## src/rtl/irq_diag_pkg.sv

```systemverilog
`timescale 1ns/1ps
package irq_diag_pkg;
  localparam int unsigned ADDR_W = 3;

  typedef enum logic [ADDR_W-1:0] {
    REG_DIAG     = 3'd0,
    REG_GAP      = 3'd1,
    REG_MASK_ERR = 3'd2,
    REG_MASK_GP  = 3'd3,
    REG_MASK_FG  = 3'd4,
    REG_STAT_ERR = 3'd5,
    REG_STAT_GP  = 3'd6,
    REG_STAT_FG  = 3'd7
  } reg_addr_e;

  localparam logic [1:0] DIAG_OVR_ON = 2'b01;

  typedef enum logic [1:0] {
    SEQ_IDLE   = 2'd0,
    SEQ_ACTIVE = 2'd1,
    SEQ_GAP    = 2'd2
  } seq_state_e;
endpackage

```

## src/rtl/irq_ovr_mux.sv

```systemverilog
`timescale 1ns/1ps
module irq_ovr_mux
  import irq_diag_pkg::*;
#(
  parameter int unsigned N_GP = 8,
  parameter int unsigned N_FG = 8
) (
  input  logic [7:0]      diag_i,
  input  logic [1:0]      clk_err_i,
  input  logic [1:0]      sys_err_i,
  input  logic [N_GP-1:0] gp_evt_i,
  input  logic [N_FG-1:0] fg_evt_i,
  output logic [1:0]      clk_err_o,
  output logic [1:0]      sys_err_o,
  output logic [N_GP-1:0] gp_evt_o,
  output logic [N_FG-1:0] fg_evt_o
);
  logic ovr_on;
  assign ovr_on = (diag_i[7:6] == DIAG_OVR_ON);

  always_comb begin
    clk_err_o = clk_err_i;
    sys_err_o = sys_err_i;
    gp_evt_o  = gp_evt_i;
    fg_evt_o  = fg_evt_i;
    if (ovr_on) begin
      clk_err_o   = diag_i[5:4];
      sys_err_o   = diag_i[3:2];
      gp_evt_o[0] = diag_i[1];
      fg_evt_o[0] = diag_i[0];
    end
  end
endmodule

```

## src/rtl/irq_tier.sv

```systemverilog
`timescale 1ns/1ps
module irq_tier #(
  parameter int unsigned W = 4
) (
  input  logic         clk_i,
  input  logic         rst_ni,
  input  logic [W-1:0] evt_i,
  input  logic [W-1:0] clr_i,
  input  logic [W-1:0] mask_i,
  output logic [W-1:0] status_o,
  output logic         req_o
);
  logic [W-1:0] rise;

  for (genvar b = 0; b < W; b++) begin : g_bit
    logic prev_q;
    logic stat_q;
    assign rise[b] = evt_i[b] & ~prev_q;
    always_ff @(posedge clk_i or negedge rst_ni) begin
      if (!rst_ni) begin
        prev_q <= 1'b0;
        stat_q <= 1'b0;
      end else begin
        prev_q <= evt_i[b];
        stat_q <= rise[b] | (stat_q & ~clr_i[b]);  // set wins over clear
      end
    end
    assign status_o[b] = stat_q;
  end

  assign req_o = |(status_o & ~mask_i);


  rise_latch_chk: assert property (@(posedge clk_i) disable iff (!rst_ni)
    (rise != '0) |=> ((status_o & $past(rise)) == $past(rise)));


  w1c_clear_chk: assert property (@(posedge clk_i) disable iff (!rst_ni)
    (clr_i != '0) |=> ((status_o & $past(clr_i & ~rise)) == '0));
endmodule

```

## src/rtl/irq_gap_seq.sv

```systemverilog
`timescale 1ns/1ps
module irq_gap_seq
  import irq_diag_pkg::*;
#(
  parameter int unsigned GAP_W = 8
) (
  input  logic             clk_i,
  input  logic             rst_ni,
  input  logic             req_i,
  input  logic [GAP_W-1:0] gap_i,
  output logic             sys_err_no
);
  seq_state_e       state_q;
  logic [GAP_W-1:0] cnt_q;

  always_ff @(posedge clk_i or negedge rst_ni) begin
    if (!rst_ni) begin
      state_q <= SEQ_IDLE;
      cnt_q   <= '0;
    end else begin
      unique case (state_q)
        SEQ_IDLE: if (req_i) state_q <= SEQ_ACTIVE;
        SEQ_ACTIVE: begin
          if (!req_i) begin
            if (gap_i == '0) begin
              state_q <= SEQ_IDLE;
            end else begin
              state_q <= SEQ_GAP;
              cnt_q   <= gap_i;
            end
          end
        end
        SEQ_GAP: begin
          if (cnt_q <= GAP_W'(1)) state_q <= req_i ? SEQ_ACTIVE : SEQ_IDLE;
          else                    cnt_q   <= cnt_q - GAP_W'(1);
        end
        default: state_q <= SEQ_IDLE;
      endcase
    end
  end

  assign sys_err_no = (state_q != SEQ_ACTIVE);


  no_req_release_chk: assert property (@(posedge clk_i) disable iff (!rst_ni)
    !req_i |=> sys_err_no);


  idle_assert_chk: assert property (@(posedge clk_i) disable iff (!rst_ni)
    (sys_err_no && req_i && state_q == SEQ_IDLE) |=> !sys_err_no);


  assert_cause_chk: assert property (@(posedge clk_i) disable iff (!rst_ni)
    $fell(sys_err_no) |-> $past(req_i));


  gap_hold_chk: assert property (@(posedge clk_i) disable iff (!rst_ni)
    (state_q == SEQ_GAP && cnt_q > GAP_W'(1)) |=> sys_err_no);


  gap_release_chk: assert property (@(posedge clk_i) disable iff (!rst_ni)
    (state_q == SEQ_GAP && cnt_q <= GAP_W'(1) && req_i) |=> !sys_err_no);
endmodule

```

## src/rtl/irq_diag_ctrl.sv

```systemverilog
`timescale 1ns/1ps
module irq_diag_ctrl
  import irq_diag_pkg::*;
#(
  parameter int unsigned DW    = 8,
  parameter int unsigned N_GP  = 8,
  parameter int unsigned N_FG  = 8,
  parameter int unsigned GAP_W = 8
) (
  input  logic              clk_i,
  input  logic              rst_ni,
  input  logic [1:0]        clk_err_i,
  input  logic [1:0]        sys_err_i,
  input  logic [N_GP-1:0]   gp_evt_i,
  input  logic [N_FG-1:0]   fg_evt_i,
  input  logic              reg_we_i,
  input  logic [ADDR_W-1:0] reg_waddr_i,
  input  logic [DW-1:0]     reg_wdata_i,
  input  logic [ADDR_W-1:0] reg_raddr_i,
  output logic [DW-1:0]     reg_rdata_o,
  output logic              sys_err_no
);
  localparam int unsigned ERR_W = 4;

  logic [7:0]       diag_q;
  logic [GAP_W-1:0] gap_q;
  logic [ERR_W-1:0] mask_err_q;
  logic [N_GP-1:0]  mask_gp_q;
  logic [N_FG-1:0]  mask_fg_q;

  logic [1:0]       clk_eff, sys_eff;
  logic [N_GP-1:0]  gp_eff;
  logic [N_FG-1:0]  fg_eff;

  logic [ERR_W-1:0] clr_err, stat_err;
  logic [N_GP-1:0]  clr_gp, stat_gp;
  logic [N_FG-1:0]  clr_fg, stat_fg;
  logic             req_err, req_gp, req_fg;

  // control registers
  always_ff @(posedge clk_i or negedge rst_ni) begin
    if (!rst_ni) begin
      diag_q     <= '0;
      gap_q      <= '0;
      mask_err_q <= '0;
      mask_gp_q  <= '0;
      mask_fg_q  <= '0;
    end else if (reg_we_i) begin
      unique case (reg_addr_e'(reg_waddr_i))
        REG_DIAG:     diag_q     <= reg_wdata_i[7:0];
        REG_GAP:      gap_q      <= reg_wdata_i[GAP_W-1:0];
        REG_MASK_ERR: mask_err_q <= reg_wdata_i[ERR_W-1:0];
        REG_MASK_GP:  mask_gp_q  <= reg_wdata_i[N_GP-1:0];
        REG_MASK_FG:  mask_fg_q  <= reg_wdata_i[N_FG-1:0];
        default: ;
      endcase
    end
  end

  // write-one-to-clear strobes
  always_comb begin
    clr_err = '0;
    clr_gp  = '0;
    clr_fg  = '0;
    if (reg_we_i) begin
      unique case (reg_addr_e'(reg_waddr_i))
        REG_STAT_ERR: clr_err = reg_wdata_i[ERR_W-1:0];
        REG_STAT_GP:  clr_gp  = reg_wdata_i[N_GP-1:0];
        REG_STAT_FG:  clr_fg  = reg_wdata_i[N_FG-1:0];
        default: ;
      endcase
    end
  end

  irq_ovr_mux #(.N_GP(N_GP), .N_FG(N_FG)) u_ovr (
    .diag_i    (diag_q),
    .clk_err_i (clk_err_i),
    .sys_err_i (sys_err_i),
    .gp_evt_i  (gp_evt_i),
    .fg_evt_i  (fg_evt_i),
    .clk_err_o (clk_eff),
    .sys_err_o (sys_eff),
    .gp_evt_o  (gp_eff),
    .fg_evt_o  (fg_eff)
  );

  irq_tier #(.W(ERR_W)) u_tier_err (
    .clk_i (clk_i), .rst_ni (rst_ni),
    .evt_i ({sys_eff, clk_eff}), .clr_i (clr_err), .mask_i (mask_err_q),
    .status_o (stat_err), .req_o (req_err)
  );

  irq_tier #(.W(N_GP)) u_tier_gp (
    .clk_i (clk_i), .rst_ni (rst_ni),
    .evt_i (gp_eff), .clr_i (clr_gp), .mask_i (mask_gp_q),
    .status_o (stat_gp), .req_o (req_gp)
  );

  irq_tier #(.W(N_FG)) u_tier_fg (
    .clk_i (clk_i), .rst_ni (rst_ni),
    .evt_i (fg_eff), .clr_i (clr_fg), .mask_i (mask_fg_q),
    .status_o (stat_fg), .req_o (req_fg)
  );

  irq_gap_seq #(.GAP_W(GAP_W)) u_gap (
    .clk_i      (clk_i),
    .rst_ni     (rst_ni),
    .req_i      (req_err | req_gp | req_fg),
    .gap_i      (gap_q),
    .sys_err_no (sys_err_no)
  );

  // read mux
  always_comb begin
    reg_rdata_o = '0;
    unique case (reg_addr_e'(reg_raddr_i))
      REG_DIAG:     reg_rdata_o[7:0]       = diag_q;
      REG_GAP:      reg_rdata_o[GAP_W-1:0] = gap_q;
      REG_MASK_ERR: reg_rdata_o[ERR_W-1:0] = mask_err_q;
      REG_MASK_GP:  reg_rdata_o[N_GP-1:0]  = mask_gp_q;
      REG_MASK_FG:  reg_rdata_o[N_FG-1:0]  = mask_fg_q;
      REG_STAT_ERR: reg_rdata_o[ERR_W-1:0] = stat_err;
      REG_STAT_GP:  reg_rdata_o[N_GP-1:0]  = stat_gp;
      REG_STAT_FG:  reg_rdata_o[N_FG-1:0]  = stat_fg;
      default: ;
    endcase
  end


  ovr_off_pass_chk: assert property (@(posedge clk_i) disable iff (!rst_ni)
    (diag_q[7:6] != DIAG_OVR_ON) |->
      ({sys_eff, clk_eff, gp_eff, fg_eff} == {sys_err_i, clk_err_i, gp_evt_i, fg_evt_i}));


  ovr_other_pass_chk: assert property (@(posedge clk_i) disable iff (!rst_ni)
    (gp_eff[N_GP-1:1] == gp_evt_i[N_GP-1:1]) && (fg_eff[N_FG-1:1] == fg_evt_i[N_FG-1:1]));


  ovr_err_src_chk: assert property (@(posedge clk_i) disable iff (!rst_ni)
    (diag_q[7:6] == DIAG_OVR_ON) |-> ({clk_eff, sys_eff} == diag_q[5:2]));
endmodule

```

## config.mk

```make
export PLATFORM = sky130hd
export DESIGN_NAME = irq_diag_ctrl
export DESIGN_NICKNAME = d
export VERILOG_FILES = /design/src/rtl/irq_diag_pkg.sv /design/src/rtl/irq_ovr_mux.sv /design/src/rtl/irq_tier.sv /design/src/rtl/irq_gap_seq.sv /design/src/rtl/irq_diag_ctrl.sv
export SDC_FILE = /design/constraint.sdc
export NUM_CORES = 1
export LEC_CHECK = 0
export BUFFER_PORTS_ARGS = -buffer_cell sky130_fd_sc_hd__buf_2
export CAP_MARGIN = 20
export CORE_AREA = 2 2 127 129
export DETAILED_ROUTE_END_ITERATION = 8
export DIE_AREA = 0 0 129 131
export PLACE_DENSITY = 0.45
export REMOVE_ABC_BUFFERS = 1
export SLEW_MARGIN = 20
export SYNTH_ARGS = -nofsm -noshare
export SYNTH_HDL_FRONTEND = slang
export SYNTH_HIERARCHICAL = 1
export SYNTH_SLANG_ARGS = --single-unit
```

## constraint.sdc

```tcl
create_clock -name clk_i -period 3.1 [get_ports clk_i]
set_input_delay 0.155 -clock clk_i [delete_from_list [all_inputs] [get_ports clk_i]]
set_output_delay 0.155 -clock clk_i [all_outputs]
set_load 0.01 [all_outputs]
```

==> impl_metrics.json, run 1 <==
{
  "synth_warnings": 6,
  "io_buffers": 45,
  "final_cell_area_um2": 5160,
  "fin_util_pct": 33.1,
  "slew_headroom_pct": 47.3,
  "seqCellArea_um2": 2150,
  "final_cells": 654,
  "cts_root_buf": "clkbuf_16",
  "grt_antenna_before_repair": 0,
  "die_w_um": 129,
  "required_ps": 3340,
  "drc": 0,
  "critical_path_class": "flip-flop to flip-flop",
  "maxCapViolCount": 0,
  "rsz0062_at_grt": "false",
  "place_congestion": 0.805,
  "hold_viol_final": 0,
  "finalSetupViolCount": 0,
  "final_nets": 472,
  "cts-buffers-inserted": 9,
  "r2r_start": "u_tier_gp/g_bit[6].stat_q",
  "clock_sinks": 86,
  "ant_nets": 0,
  "clock.fmax_mhz": 402,
  "cp_num_buf_inv": 1,
  "crit_top_cell": "o22ai_1",
  "holdCritPathClass": "input pin to flip-flop",
  "ys_seq_area_share_pct": 47.4,
  "grt_usage_pct": 14.8,
  "grt_pass1_wl_mm": 18.6,
  "drive_gt1_share_pct": 29.0,
  "core_um2": 15600,
  "synthArstFlopShare_pct": 100,
  "clkLatencyLatePin_ps": 350,
  "synthAdderAreaFrac_pct": 0.551,
  "synth_top_family_by_area": "multiplexers",
  "crit_fanout": 7,
  "clock_path_buffers": 2,
  "first_global_vias": 3308,
  "total_power_mw": 2.94,
  "viasPerCell": 4.72,
  "synthMuxAreaShare_pct": 14.9,
  "diodes": 0,
  "grt_overflow": 0,
  "irDropWorstVdd_mv": 0.323,
  "power_density_nw_per_um2": 570,
  "worst_pin_slew_ps": 788,
  "fill_cells": 1610,
  "syn_area_um2": 4540,
  "end_kind": "flip-flop",
  "status": "finished clean",
  "design.die.area_um2": 16900,
  "grt_start_max_net_pins": 59,
  "firstDrtPassIters": 4,
  "syn_inst": 405,
  "slew_violations": 0,
  "placedCellCount": 623,
  "synth_xor_area_share_pct": 0,
  "synth_compound_area_share_pct": 12.9,
  "timing.final.crit_share_pct": 80.2,
  "cts_tree": "yes",
  "ys_dominant_reg_cell": "dfrtp_1",
  "wl_mm": 11.5,
  "synth.distinct_cells": 59,
  "rows": 46,
  "start_kind": "flip-flop",
  "post-place-ws_ps": 607,
  "cts.htree.levels": 3,
  "post_dp_cell_area_um2": 4720,
  "worstHoldStart": "sys_err_i[1]",
  "synth_edf_count": 0,
  "start_util_pct": 29.1,
  "fin_ws_ps": 614,
  "finalCriticalPeriod_ps": 2490,
  "setup_tns_ps": 0,
  "cp.arrival_ps": 2720,
  "leakage_nw": 2.35,
  "timing.hold.ws_ps": 49.1,
  "yosys.area_share.simple_pct": 12.9,
  "cp-startpoint": "u_tier_gp/g_bit[6].stat_q",
  "path_clk_slew_ps": 70,
  "path_cells": "inv_2 > o22ai_1 > or4_1 > or3_1 > a211oi_4 > o22ai_1 > a22o_1",
  "crit_path_top_delay_cell": "or4_1",
  "slowest_delay_ps": 510,
  "fin_skew_ps": 8.89,
  "fp.dieH_um": 131,
  "vias": 3089,
  "ys_ff_latch": 86,
  "cp_top_family": "compound AO/OA/AOI/OAI gates",
  "wl_per_cell_um": 17.6,
  "area_growth_pct": 13.6,
  "syn_avg_cell_area_um2": 11.2,
  "io_pins": 46,
  "multi_input_area_um2": 1880,
  "drtIter0Drc": 202,
  "dp_hpwl_mm": 8.14
}
[layout by cell type, fill, tap and decap left out, types with 10 or more instances in the layout]
cell / count
o22ai_1: 37
mux2_2: 38
dfrtp_1: 86
and2_1: 19
dlygate4sd3_1: 15
a21oi_1: 10
inv_1: 44
mux2i_1: 16
nand2_1: 13
buf_2: 44
[cell families (layout without fill, tap and decap cells)]
group | count (synthesis) | after routing
muxes | 60 | 60
adders and majority gates | 2 | 2
AOI/OAI and AO/OA | 80 | 80
DFF | 86 | 86
and+or+nand+nor | 85 | 85
buffers and inverters | 92 | 125
[per-layer routing]
layer	global-route usage, %	vias to the layer above	wire (um)
li1	-	1460	-
met1	19.9	1569	5620
met2	23.5	48	5340
met3	4.11	12	385
met4	4.16	0	162
met5	0	-	0
[layout make-up]
class,instances,area share [%]
Sequential cell,86,41.7
Multi-Input combinational cell,227,36.4
Timing Repair Buffer,62,7.62
Tap cell,216,5.24
Clock buffer,12,4.97
Inverter,47,3.47
Clock inverter,4,0.607
[cell usage after synthesis, types with 2 or more instances]
master	number	area [um^2]
nand2b_1	6	37.5
nor2_8	2	40.0
nand3b_1	4	30.0
a211o_1	2	17.5
nor2_1	7	26.3
nand2_1	13	48.8
nand2b_4	2	27.5
a211oi_1	4	30.0
ha_1	2	25.0
mux2_4	6	90.1
buf_4	37	278
nor3_4	2	32.5
o22a_1	4	35.0
inv_2	2	7.51
or3_1	3	18.8
nand3_1	4	20.0
buf_2	4	20.0
and2_1	19	119
nor3b_1	5	37.5
o2bb2ai_1	3	26.3
nor3_1	5	25.0
o21ai_0	4	20.0
a21oi_1	10	50.1
dfrtp_1	86	2150
o22ai_1	37	231
nor4_1	3	18.8
inv_1	44	165
mux2_2	38	428
mux2i_1	16	160
or4_1	2	15.0
[where the power goes]
group	total (mW)	internal (mW)	switching, mW
Clock	1.06	0.589	0.473
Combinational	0.483	0.246	0.238
Sequential	1.39	1.27	0.124
[state kept, by name, indices dropped and copies added, names as in the netlist]
| register | cells |
|---|---|
| u_tier_fg/g_bit.prev_q | 8 |
| gap_q | 8 |
| mask_fg_q | 8 |
| diag_q | 8 |
| u_tier_gp/g_bit.prev_q | 8 |
| mask_gp_q | 8 |
| mask_err_q | 4 |
| u_tier_err/g_bit.stat_q | 4 |
| u_gap/state_q | 2 |
| u_tier_gp/g_bit.stat_q | 8 |
| u_tier_fg/g_bit.stat_q | 8 |
| u_tier_err/g_bit.prev_q | 4 |
| u_gap/cnt_q | 8 |
[worst paths after layout]
path,slack [ps],depth (start not counted),endpoint
max,610,7,u_gap/cnt_q[3]
min,50,2,u_tier_err/g_bit[3].prev_q
max reg2reg,610,7,u_gap/cnt_q[3]
min reg2reg,420,1,u_tier_gp/g_bit[4].stat_q
max in group asynchronous,1950,3,u_gap/cnt_q[7]
min in group asynchronous,430,2,u_gap/cnt_q[5]
[what timing repair did]
action,4_1_cts,5_1_grt
setup endpoints to repair,0,0
gates resized for setup,0,0
buffers inserted,0,0
endpoints found under the hold margin,70,0
hold buffers,15,0
Power figures use the tool's default switching activity.
==> run 2: changes to the inputs <==
Clock period 3.1 ns to 2.5 ns, I/O delays scaled along.
==> run 2 against run 1 <==
  * Sequential cell count is the same
  * Via count grew 0.74%
  * Count of clock-buffer cells in the layout shrank 2
  * Clock skew shrank 0.73 ps
  * Wire length grew 1.0%
  * Die area is the same
  * Critical path type unchanged
  * Critical endpoint unchanged
==> impl_metrics.json, run 2 (same netlist as run 1, synthesis figures left out) <==
{
  "final_cells": 658,
  "start_kind": "flip-flop",
  "top_layer": "met4",
  "cts.htree.levels": 3,
  "switchingPower_mw": 1.05,
  "swShare_pct": 28.0,
  "worst_pin_slew_ps": 699,
  "cts_tree": "yes",
  "r2r_start": "u_tier_gp/g_bit[6].stat_q",
  "post_dp_cell_area_um2": 4760,
  "fin_skew_ps": 8.16,
  "comb_power_share_pct": 16.3,
  "status": "finished clean",
  "area_growth_pct": 15.0,
  "grt_usage_pct": 14.7,
  "crit_fanout": 7,
  "layout_common_cells": "dfrtp_1, inv_1, buf_2",
  "grt_overflow": 0,
  "wl_met1_mm": 5.65,
  "finalSetupViolCount": 0,
  "drtIter0Drc": 181,
  "power_density_nw_per_um2": 716,
  "final_cell_area_um2": 5220,
  "place_congestion": 0.788,
  "seqCellArea_um2": 2150,
  "internal_power_mw": 2.69,
  "whs_path_depth": 2,
  "wl_met2_mm": 5.43,
  "first_global_vias": 3248,
  "slew_headroom_pct": 53.4,
  "rsz0062_at_grt": "false",
  "slew_violations": 0,
  "rows": 46,
  "clock.fmax_mhz": 429,
  "grt_start_max_net_pins": 44,
  "path_clk_slew_ps": 70,
  "io_buffers": 45,
  "wl_per_cell_um": 17.7,
  "cts_setup_buffers": 0,
  "wl_met3_um": 445,
  "clock_path_buffers": 2,
  "hold_viol_final": 0,
  "p_seq_share_pct": 46.0,
  "cts-buffers-inserted": 9,
  "dp_hpwl_mm": 8.29,
  "final_common_cell": "dfrtp_1",
  "die_w_um": 129,
  "end_kind": "flip-flop",
  "p_clk_share_pct": 37.6,
  "firstDrtPassIters": 4,
  "io_pins": 46,
  "finalCriticalPeriod_ps": 2330,
  "holdCritPathClass": "input pin to flip-flop",
  "fin_ws_ps": 168,
  "total_power_mw": 3.74,
  "fill_cells": 1582,
  "fp.dieH_um": 131,
  "maxCapViolCount": 0,
  "drc": 0,
  "final_nets": 476,
  "worstHoldStart": "sys_err_i[1]",
  "timing.final.crit_share_pct": 93.3,
  "start_util_pct": 29.1,
  "worst_r2r_endpoint": "u_gap/cnt_q[3]",
  "r2r_cells": 8,
  "design.die.area_um2": 16900,
  "r2r_slack_ps": 170,
  "placedCellCount": 627,
  "setup_tns_ps": 0,
  "irDropWorstVdd_mv": 0.327,
  "clkLatencyLatePin_ps": 350,
  "core_um2": 15600,
  "clock_sinks": 86,
  "cts_root_buf": "clkbuf_16",
  "grt_antenna_before_repair": 0,
  "ant_nets": 0,
  "cp.arrival_ps": 2570,
  "wl_mm": 11.6,
  "required_ps": 2730,
  "grt_pass1_wl_mm": 18.6,
  "min_to": "u_tier_err/g_bit[3].prev_q",
  "drive_gt1_share_pct": 30.1,
  "multi_input_area_um2": 1880,
  "cp-startpoint": "u_tier_gp/g_bit[6].stat_q",
  "vias": 3112,
  "leakage_nw": 2.39,
  "critical_path_class": "flip-flop to flip-flop",
  "post-place-ws_ps": 141,
  "viasPerCell": 4.73,
  "diodes": 0
}
-- run 2: how the worst max path moves through the flow --
stage,depth (start not counted),endpoint
after CTS,8,u_gap/cnt_q[3]
after detailed placement,8,u_gap/cnt_q[3]
after global placement,8,u_gap/cnt_q[3]
final,8,u_gap/cnt_q[3]
after floorplan,7,u_gap/cnt_q[3]
after global routing,8,u_gap/cnt_q[3]
-- run 2: critical path, cell delays in order (launching register included) --
cell and delay (ps):
dfrtp_1 390, inv_2 60, o22ai_1 90, or4_1 520, or3_4 420, a211oi_4 250, buf_12 160, o22ai_1 80
a22o_1 250
-- run 2: metal layers --
metal	global-route usage, %	vias to the layer above
met3	3.54	11
li1	-	1471
met4	3.20	0
met5	0	-
met1	20.6	1568
met2	23.3	62
-- run 2: timing repair --
action | in CTS | in global routing
hold buffers | 15 | 0
setup endpoints to repair | 0 | 1
gates resized for setup | 0 | 1
endpoints found under the hold margin | 54 | 0
-- run 2: power groups by stage --
stage	combinational, mW	sequential (mW)	clock [mW]
floorplan	0.378	1.70	0
detailed placement	0.603	1.75	0
CTS	0.625	1.72	1.45
global route	0.675	1.75	1.51
global placement	0.597	1.75	0
finish	0.611	1.72	1.41
-- run 2: cell type report --
class,instances,area share (%)
clock buffer,10,4.57
clock inverter,6,1.29
inverter,47,3.43
multi-input combinational,227,36.0
sequential,86,41.2
tap,216,5.17
timing repair buffer,66,8.34
-- run 2: through the flow --
stage               util (%)  hold WS [ps]
CTS                     33.5          7.55
finish                  33.5          19.1
global route            33.5          15.9
detailed placement      30.5           177
floorplan                  -          -171
global placement        30.5           179
